<file path="src/rtl/lsr_pkg.sv">
package lsr_pkg;
   typedef enum logic [2:0] {
      ST_IDLE,
      ST_RD_RXV,
      ST_RD_SET,
      ST_WR_SET,
      ST_HOLD,
      ST_RD_CLR,
      ST_WR_CLR,
      ST_FIN
   } lsr_state_t;

   function automatic logic [15:0] lsr_apply(input logic [15:0] val,
                                             input logic [15:0] mask,
                                             input logic        set);
      return set ? (val | mask) : (val & ~mask);
   endfunction
endpackage

</file>
<file path="src/rtl/lsr_sync_stages.sv">
module lsr_sync_stages #(
   parameter int WIDTH  = 7,
   parameter int STAGES = 2
) (
   input  logic             clk,
   input  logic             rst_n,
   input  logic [WIDTH-1:0] d_i,
   output logic [WIDTH-1:0] q_o
);
   if (STAGES < 0 || STAGES > 4) begin : g_bad_stages
      $error("lsr_sync_stages: STAGES must be 0..4");
   end

   if (STAGES == 0) begin : g_pass
      assign q_o = d_i;
   end else begin : g_flops
      logic [WIDTH-1:0] pipe [STAGES];
      for (genvar s = 0; s < STAGES; s++) begin : g_st
         always_ff @(posedge clk or negedge rst_n) begin
            if (!rst_n) pipe[s] <= '0;
            else if (s == 0) pipe[s] <= d_i;
            else pipe[s] <= pipe[(s == 0) ? 0 : s-1];
         end
      end
      assign q_o = pipe[STAGES-1];
   end
endmodule

</file>
<file path="src/rtl/lsr_stall_detect.sv">
module lsr_stall_detect #(
   parameter int          DBG_W       = 32,
   parameter int          DATA_W      = 16,
   parameter int          LTSSM_W     = 6,
   parameter logic [5:0]  STALL_CODE  = 6'h0D,
   parameter int          LINK_BIT    = 36,
   parameter int          RXV_BIT     = 0,
   parameter int          SYNC_STAGES = 2
) (
   input  logic              clk,
   input  logic              rst_n,
   input  logic [DBG_W-1:0]  dbg_lo_i,
   input  logic [DBG_W-1:0]  dbg_hi_i,
   input  logic [DATA_W-1:0] rxv_rdata_i,
   output logic              link_o,
   output logic              stall_o
);
   localparam int HI_IDX = LINK_BIT - DBG_W;
   localparam int SW     = LTSSM_W + 1;

   if (LINK_BIT < DBG_W || LINK_BIT >= 2*DBG_W) begin : g_bad_link
      $error("lsr_stall_detect: LINK_BIT must lie in the upper debug word");
   end
   if (LTSSM_W > 6 || LTSSM_W > DBG_W) begin : g_bad_ltssm
      $error("lsr_stall_detect: LTSSM_W out of range");
   end
   if (RXV_BIT >= DATA_W) begin : g_bad_rxv
      $error("lsr_stall_detect: RXV_BIT out of range");
   end

   logic [SW-1:0] raw, synced;
   assign raw = {dbg_hi_i[HI_IDX], dbg_lo_i[LTSSM_W-1:0]};

   lsr_sync_stages #(.WIDTH(SW), .STAGES(SYNC_STAGES)) u_sync (
      .clk   (clk),
      .rst_n (rst_n),
      .d_i   (raw),
      .q_o   (synced)
   );

   assign link_o  = synced[SW-1];
   assign stall_o = !rxv_rdata_i[RXV_BIT] &&
                    (synced[LTSSM_W-1:0] == STALL_CODE[LTSSM_W-1:0]);

   logic unused_dbg;
   assign unused_dbg = ^{dbg_lo_i, dbg_hi_i};
endmodule

</file>
<file path="src/rtl/lsr_hold_timer.sv">
module lsr_hold_timer #(
   parameter int HOLD_CYC = 500000
) (
   input  logic clk,
   input  logic rst_n,
   input  logic load_i,
   output logic expired_o
);
   localparam int CW = $clog2(HOLD_CYC + 1);
   localparam logic [CW-1:0] LOAD_VAL = CW'(HOLD_CYC - 1);

   if (HOLD_CYC < 1) begin : g_bad_hold
      $error("lsr_hold_timer: HOLD_CYC must be at least 1");
   end

   logic [CW-1:0] cnt;

   always_ff @(posedge clk or negedge rst_n) begin
      if (!rst_n)           cnt <= '0;
      else if (load_i)      cnt <= LOAD_VAL;
      else if (cnt != '0)   cnt <= cnt - 1'b1;
   end

   assign expired_o = (cnt == '0);

   AST_TMR_RANGE: assert property (@(posedge clk) disable iff (!rst_n)
      cnt <= LOAD_VAL);
   AST_TMR_COUNTS: assert property (@(posedge clk) disable iff (!rst_n)
      (!load_i && cnt != '0) |=> (cnt == $past(cnt) - 1'b1));
endmodule

</file>
<file path="src/rtl/lsr_monitor.sv">
module lsr_monitor
   import lsr_pkg::*;
#(
   parameter int          DBG_W       = 32,
   parameter int          ADDR_W      = 16,
   parameter int          DATA_W      = 16,
   parameter int          LTSSM_W     = 6,
   parameter logic [5:0]  STALL_CODE  = 6'h0D,
   parameter int          LINK_BIT    = 36,
   parameter int          RXV_BIT     = 0,
   parameter logic [15:0] RXV_REG     = 16'h100D,
   parameter logic [15:0] OVR_REG     = 16'h1005,
   parameter int          DEN_BIT     = 5,
   parameter int          PLL_BIT     = 3,
   parameter int          HOLD_CYC    = 500000,
   parameter int          SYNC_STAGES = 2
) (
   input  logic              clk,
   input  logic              rst_n,
   input  logic              chk_req_i,
   input  logic [DBG_W-1:0]  dbg_lo_i,
   input  logic [DBG_W-1:0]  dbg_hi_i,
   output logic              acc_req_o,
   output logic              acc_wr_o,
   output logic [ADDR_W-1:0] acc_addr_o,
   output logic [DATA_W-1:0] acc_wdata_o,
   input  logic              acc_done_i,
   input  logic              acc_err_i,
   input  logic [DATA_W-1:0] acc_rdata_i,
   output logic              link_up_o,
   output logic              stall_o,
   output logic              busy_o,
   output logic              done_o,
   output logic              err_o
);
   localparam logic [DATA_W-1:0] OVR_MASK =
      (DATA_W'(1) << DEN_BIT) | (DATA_W'(1) << PLL_BIT);

   if (DATA_W != 16 || ADDR_W < 16) begin : g_bad_width
      $error("lsr_monitor: DATA_W must be 16 and ADDR_W at least 16");
   end
   if (DEN_BIT >= DATA_W || PLL_BIT >= DATA_W || DEN_BIT == PLL_BIT) begin : g_bad_bits
      $error("lsr_monitor: override bit positions invalid");
   end

   lsr_state_t        state, state_nx;
   logic [DATA_W-1:0] ovr_q, ovr_nx;
   logic              link_q, link_nx, err_q, err_nx, stall_q, stall_nx;
   logic              link_bit, stall_hit, hold_load, hold_done;
   logic              acc_ok;

   lsr_stall_detect #(
      .DBG_W(DBG_W), .DATA_W(DATA_W), .LTSSM_W(LTSSM_W),
      .STALL_CODE(STALL_CODE), .LINK_BIT(LINK_BIT), .RXV_BIT(RXV_BIT),
      .SYNC_STAGES(SYNC_STAGES)
   ) u_detect (
      .clk         (clk),
      .rst_n       (rst_n),
      .dbg_lo_i    (dbg_lo_i),
      .dbg_hi_i    (dbg_hi_i),
      .rxv_rdata_i (acc_rdata_i),
      .link_o      (link_bit),
      .stall_o     (stall_hit)
   );

   lsr_hold_timer #(.HOLD_CYC(HOLD_CYC)) u_hold (
      .clk       (clk),
      .rst_n     (rst_n),
      .load_i    (hold_load),
      .expired_o (hold_done)
   );

   assign acc_ok    = acc_done_i && !acc_err_i;
   assign hold_load = (state == ST_WR_SET) && acc_ok;

   always_comb begin
      state_nx = state;
      ovr_nx   = ovr_q;
      link_nx  = link_q;
      err_nx   = err_q;
      stall_nx = 1'b0;
      unique case (state)
         ST_IDLE: if (chk_req_i) begin
            err_nx = 1'b0;
            if (link_bit) begin
               link_nx  = 1'b1;
               state_nx = ST_FIN;
            end else begin
               link_nx  = 1'b0;
               state_nx = ST_RD_RXV;
            end
         end
         ST_HOLD: if (hold_done) state_nx = ST_RD_CLR;
         ST_FIN:  state_nx = ST_IDLE;
         default: if (acc_done_i) begin
            if (acc_err_i) begin
               err_nx   = 1'b1;
               state_nx = ST_FIN;
            end else begin
               unique case (state)
                  ST_RD_RXV: if (stall_hit) begin
                     stall_nx = 1'b1;
                     state_nx = ST_RD_SET;
                  end else begin
                     state_nx = ST_FIN;
                  end
                  ST_RD_SET: begin
                     ovr_nx   = lsr_apply(acc_rdata_i, OVR_MASK, 1'b1);
                     state_nx = ST_WR_SET;
                  end
                  ST_WR_SET: state_nx = ST_HOLD;
                  ST_RD_CLR: begin
                     ovr_nx   = lsr_apply(acc_rdata_i, OVR_MASK, 1'b0);
                     state_nx = ST_WR_CLR;
                  end
                  default:   state_nx = ST_FIN;
               endcase
            end
         end
      endcase
   end

   always_ff @(posedge clk or negedge rst_n) begin
      if (!rst_n) begin
         state   <= ST_IDLE;
         ovr_q   <= '0;
         link_q  <= 1'b0;
         err_q   <= 1'b0;
         stall_q <= 1'b0;
      end else begin
         state   <= state_nx;
         ovr_q   <= ovr_nx;
         link_q  <= link_nx;
         err_q   <= err_nx;
         stall_q <= stall_nx;
      end
   end

   always_comb begin
      acc_req_o = 1'b0;
      acc_wr_o  = 1'b0;
      unique case (state)
         ST_RD_RXV, ST_RD_SET, ST_RD_CLR: acc_req_o = 1'b1;
         ST_WR_SET, ST_WR_CLR: begin
            acc_req_o = 1'b1;
            acc_wr_o  = 1'b1;
         end
         default: ;
      endcase
   end

   assign acc_addr_o  = (state == ST_RD_RXV) ? ADDR_W'(RXV_REG) : ADDR_W'(OVR_REG);
   assign acc_wdata_o = acc_wr_o ? ovr_q : '0;
   assign link_up_o   = link_q;
   assign err_o       = err_q;
   assign stall_o     = stall_q;
   assign busy_o      = (state != ST_IDLE);
   assign done_o      = (state == ST_FIN);

   AST_REQ_HOLD: assert property (@(posedge clk) disable iff (!rst_n)
      (acc_req_o && !acc_done_i) |=> (acc_req_o && $stable(acc_addr_o) &&
         $stable(acc_wr_o) && $stable(acc_wdata_o)));
   AST_DONE_PULSE: assert property (@(posedge clk) disable iff (!rst_n)
      done_o |=> (!done_o && !busy_o));
   AST_LINK_SHORTCUT: assert property (@(posedge clk) disable iff (!rst_n)
      (!busy_o && chk_req_i && link_bit) |=> (done_o && link_up_o && !acc_req_o));
   AST_HOLD_QUIET: assert property (@(posedge clk) disable iff (!rst_n)
      (state == ST_HOLD) |-> !acc_req_o);
   AST_STALL_START: assert property (@(posedge clk) disable iff (!rst_n)
      stall_o |-> (acc_req_o && !acc_wr_o && state == ST_RD_SET));
   AST_ERR_ABORT: assert property (@(posedge clk) disable iff (!rst_n)
      (acc_req_o && acc_done_i && acc_err_i) |=> (done_o && err_o && !acc_req_o));
   AST_FIRST_READ: assert property (@(posedge clk) disable iff (!rst_n)
      (!busy_o && chk_req_i && !link_bit) |=>
         (acc_req_o && !acc_wr_o && acc_addr_o == ADDR_W'(RXV_REG)));
   AST_BUSY_IGNORE: assert property (@(posedge clk) disable iff (!rst_n)
      (busy_o && !done_o) |=> busy_o);
endmodule

</file>
<file path="config.mk">
export PLATFORM = sky130hd
export DESIGN_NAME = lsr_monitor
export DESIGN_NICKNAME = d
export VERILOG_FILES = /design/src/rtl/lsr_pkg.sv /design/src/rtl/lsr_sync_stages.sv /design/src/rtl/lsr_stall_detect.sv /design/src/rtl/lsr_hold_timer.sv /design/src/rtl/lsr_monitor.sv
export SDC_FILE = /design/constraint.sdc
export NUM_CORES = 1
export LEC_CHECK = 0
export ABC_AREA = 1
export BUFFER_PORTS_ARGS = -buffer_cell sky130_fd_sc_hd__buf_4
export CAP_MARGIN = 20
export CORE_MARGIN = 5
export CORE_UTILIZATION = 51
export DETAILED_ROUTE_END_ITERATION = 6
export GPL_TIMING_DRIVEN = 0
export PLACE_DENSITY = 0.89
export SYNTH_ARGS = -nofsm -noshare
export SYNTH_HDL_FRONTEND = slang
export SYNTH_SLANG_ARGS = --single-unit
export TNS_END_PERCENT = 5
</file>
<file path="constraint.sdc">
create_clock -name clk -period 3.45 [get_ports clk]
set_clock_uncertainty 0.2 [all_clocks]
set_input_delay 0.345 -clock clk [delete_from_list [all_inputs] [get_ports clk]]
set_output_delay 0.345 -clock clk [all_outputs]
set_load 0.05 [all_outputs]
</file>
==> flow_summary.yaml <==
floorplan:
  start_util_pct: 53.4
  std_cell_rows: 26
  die_x_um: 83.6
  core-area_um2: 5170
  fp.dieArea_um2: 6990
  io_pins: 124
  fp.dieH_um: 83.6
pwr:
  vdd_drop_max_mv: 0.661
  p_per_area_nw_per_um2: 854
  p_leak_nw: 1.79
synth:
  ys_seq_elements: 54
  ys_warn_count: 0
  yosys-top-cells-area: "dfrtp_1 (49%), nand2_1 (8.0%), nor2_1 (6.2%)"
  ys.flop_type: "dfrtp_1"
  synth_top_area_share_pct: 48.9
  synth.largest_area_cell: "dfrtp_1"
  ys_types: 35
  async_reset_ff_share_pct: 100
  synth_cells: 331
  synth-edff-count: 0
  postSynthAreaPerCell_um2: 8.35
  ys_seq_area_share_pct: 48.9
  synth_area_um2: 2760
clock_network:
  cts_made_buffers: 5
  cts_resized: 0
  cts_max_path_buffers: 2
  root_buffer: "clkbuf_8"
  worstSkewPairLatency_ns: 0.32
  cts_tree: "yes"
  h-tree-depth: 2
  path_clk_slew_ns: 0.10
  cts_num_sinks: 54
timing:
  fmax_ghz: 0.406
  final_min_period_over_clock_period_pct: 71.5
  setup-tns-final_ns: 0
  rsz0062_at_grt: "false"
  tightestPinTransition_ns: 0.664
  holdWs_ns: 0.0355
  setup_viol: 0
  finalHoldViolCount: 0
  maxSlewViolCount: 0
  post-route-min-period_ns: 2.47
  setup_ws_ns: 0.985
  slew_headroom_pct: 55.7
critical_path:
  worst-path-buf-inv: 4
  end_kind: "primary output"
  crit_path_start_kind: "register"
  slowest_delay_ns: 0.47
  cp_slowest_cell: "dfrtp_1"
  path_common_cell: "buf_4"
  critPathKind: "register to primary output"
  crit_arrival_ns: 1.92
  path_max_fanout: 10
  crit_family: "buffers and inverters"
  path_cells: "nand2_1, clkinv_1, nand2_2, inv_1, a21oi_2, buf_4, nor2_1, buf_4"
  worstPathRequired_ns: 2.90
drt:
  wl_per_cell_um: 12.6
  drcViolationCount: 0
  ant_nets: 0
  routed_via_density: 4.92
  dr.pass1.iters: 5
  drt-initial-drc-count: 178
  via_count: 2357
  wl_mm: 6.02
hold_path:
  hold_path.class: "primary input to register"
placed_design:
  post-dp-hpwl_mm: 4.53
  routabilityCongestion: 0.930
  port_buffers: 49
  post-place-ws_ns: 1.37
  dpl-instance-area_um2: 3270
status:
  outcome: "completed"
final_layout:
  synthToLayoutAreaGrowth_pct: 24.7
  layout-drive-gt1-share_pct: 25.9
  final_util_pct: 66.6
  finalNetCount: 494
  num_antenna_cells: 0
  final_cell_area_um2: 3450
job:
  maxCapViolCount: 0
grt:
  grt_antenna_before_repair: 0
  grt_pass1_vias: 2295
  grt_max_degree: 55
  grt_use_total_pct: 17.6
  grt_remaining_overflow: 0
  grt_pass1_wl_mm: 10.2
[timing repair]
item / CTS / global route
setup buffers: 0 / 0
hold buffers: 8 / 0
endpoints found under the hold margin: 61 / 0
[layout by cell type, fill, tap and decap left out, types with 2 or more instances in the layout]
cell type,instances
inv_1,44
o21ai_0,16
buf_4,67
conb_1,15
a21oi_1,6
dfrtp_1,54
clkinv_1,2
inv_2,5
nor2_4,3
dlygate4sd3_1,8
clkbuf_8,5
nor2_8,2
o21ai_1,11
nand2_1,59
buf_6,3
nor3_1,7
xor2_1,5
a21oi_2,2
nor2_2,4
o31ai_1,2
nor2_1,46
nand3_1,11
nand4_1,10
o211ai_1,3
nand2_2,4
[cell usage after synthesis, types with 4 or more instances]
master    n
nand2_1  59
dfrtp_1  54
nor2_1   46
inv_1    44
buf_4    18
o21ai_0  16
nand3_1  11
o21ai_1  11
nand4_1  10
nor3_1    7
a21oi_1   6
inv_2     5
xor2_1    5
nand2_2   4
nor2_2    4
[per-stage QoR]
stage	power, mW	std cells
detailed placement	2.56	463
CTS	2.95	479
global placement	2.49	463
floorplan	2.14	344
finish	2.94	479
global route	3.15	479
[metal layers]
layer	share of wire [%]	vias to the layer above	routed length, um	global-route usage [%]
met3	7.0	12	421	4.74
met1	40	1100	2440	20.7
li1	-	1158	-	-
met4	1.6	0	97	5.56
met5	0	-	0	0
met2	51	87	3060	31.2
[power breakdown]
part           internal (mW)  total, mW  switching (mW)
logic                  0.495       1.58            1.09
clock network          0.152      0.378           0.226
registers              0.839      0.984           0.145
[final timing paths]
check,start,end,slack [ns],cells after the start
min in group asynchronous,rst_n,u_detect.u_sync.q_o[5],0.38,2
min reg2reg,u_detect.u_sync.g_flops.pipe[9],u_detect.u_sync.q_o[2],0.16,0
max,state[1],acc_wdata_o[12],0.98,8
max reg2reg,u_hold.cnt[0],state[1],1.40,9
max in group asynchronous,rst_n,u_hold.cnt[16],2.22,2
min,acc_rdata_i[8],ovr_q[8],0.04,3
[kinds of logic (layout without fill, tap and decap cells)]
logic type	Yosys count	in the layout	synth area share, %
AND/OR/NAND/NOR	152	152	26.5
buffers and inverters	74	139	13.4
flip-flops	54	54	48.9
AO/OA/AOI/OAI	42	42	8.56
XOR/XNOR	6	6	1.90
other	2	15	0.272
adder cells (fa/ha/maj)	1	1	0.453
[cell type report]
| class | instances | area (um2) |
|---|---|---|
| fillers | 406 | 1730 |
| multi-input cells | 216 | 1090 |
| clock inverters | 3 | 28.8 |
| clock buffers | 5 | 68.8 |
| well taps | 70 | 87.6 |
| repair buffers | 57 | 448 |
| flip-flops and latches | 54 | 1350 |
| plain buffers | 22 | 174 |
| inverters | 52 | 198 |
[sequential cells by signal (all words and copies together) (netlist names)]
register,cells
u_hold.cnt,19
ovr_q,15
u_detect.u_sync.g_flops.pipe,7
u_detect.u_sync.q_o,7
state,3
err_o,1
link_up_o,1
stall_o,1
[worst reg2reg max path, cell delays in order (launching register included)]
cell,delay [ns]
dfrtp_1,0.43
clkinv_1,0.16
ha_1,0.29
nand2_2,0.13
nor2_8,0.17
nand3_4,0.19
nand2_4,0.14
nand3_2,0.11
nand2_1,0.08
nand2_1,0.06
Note: power is estimated with default switching activity, not from simulation.
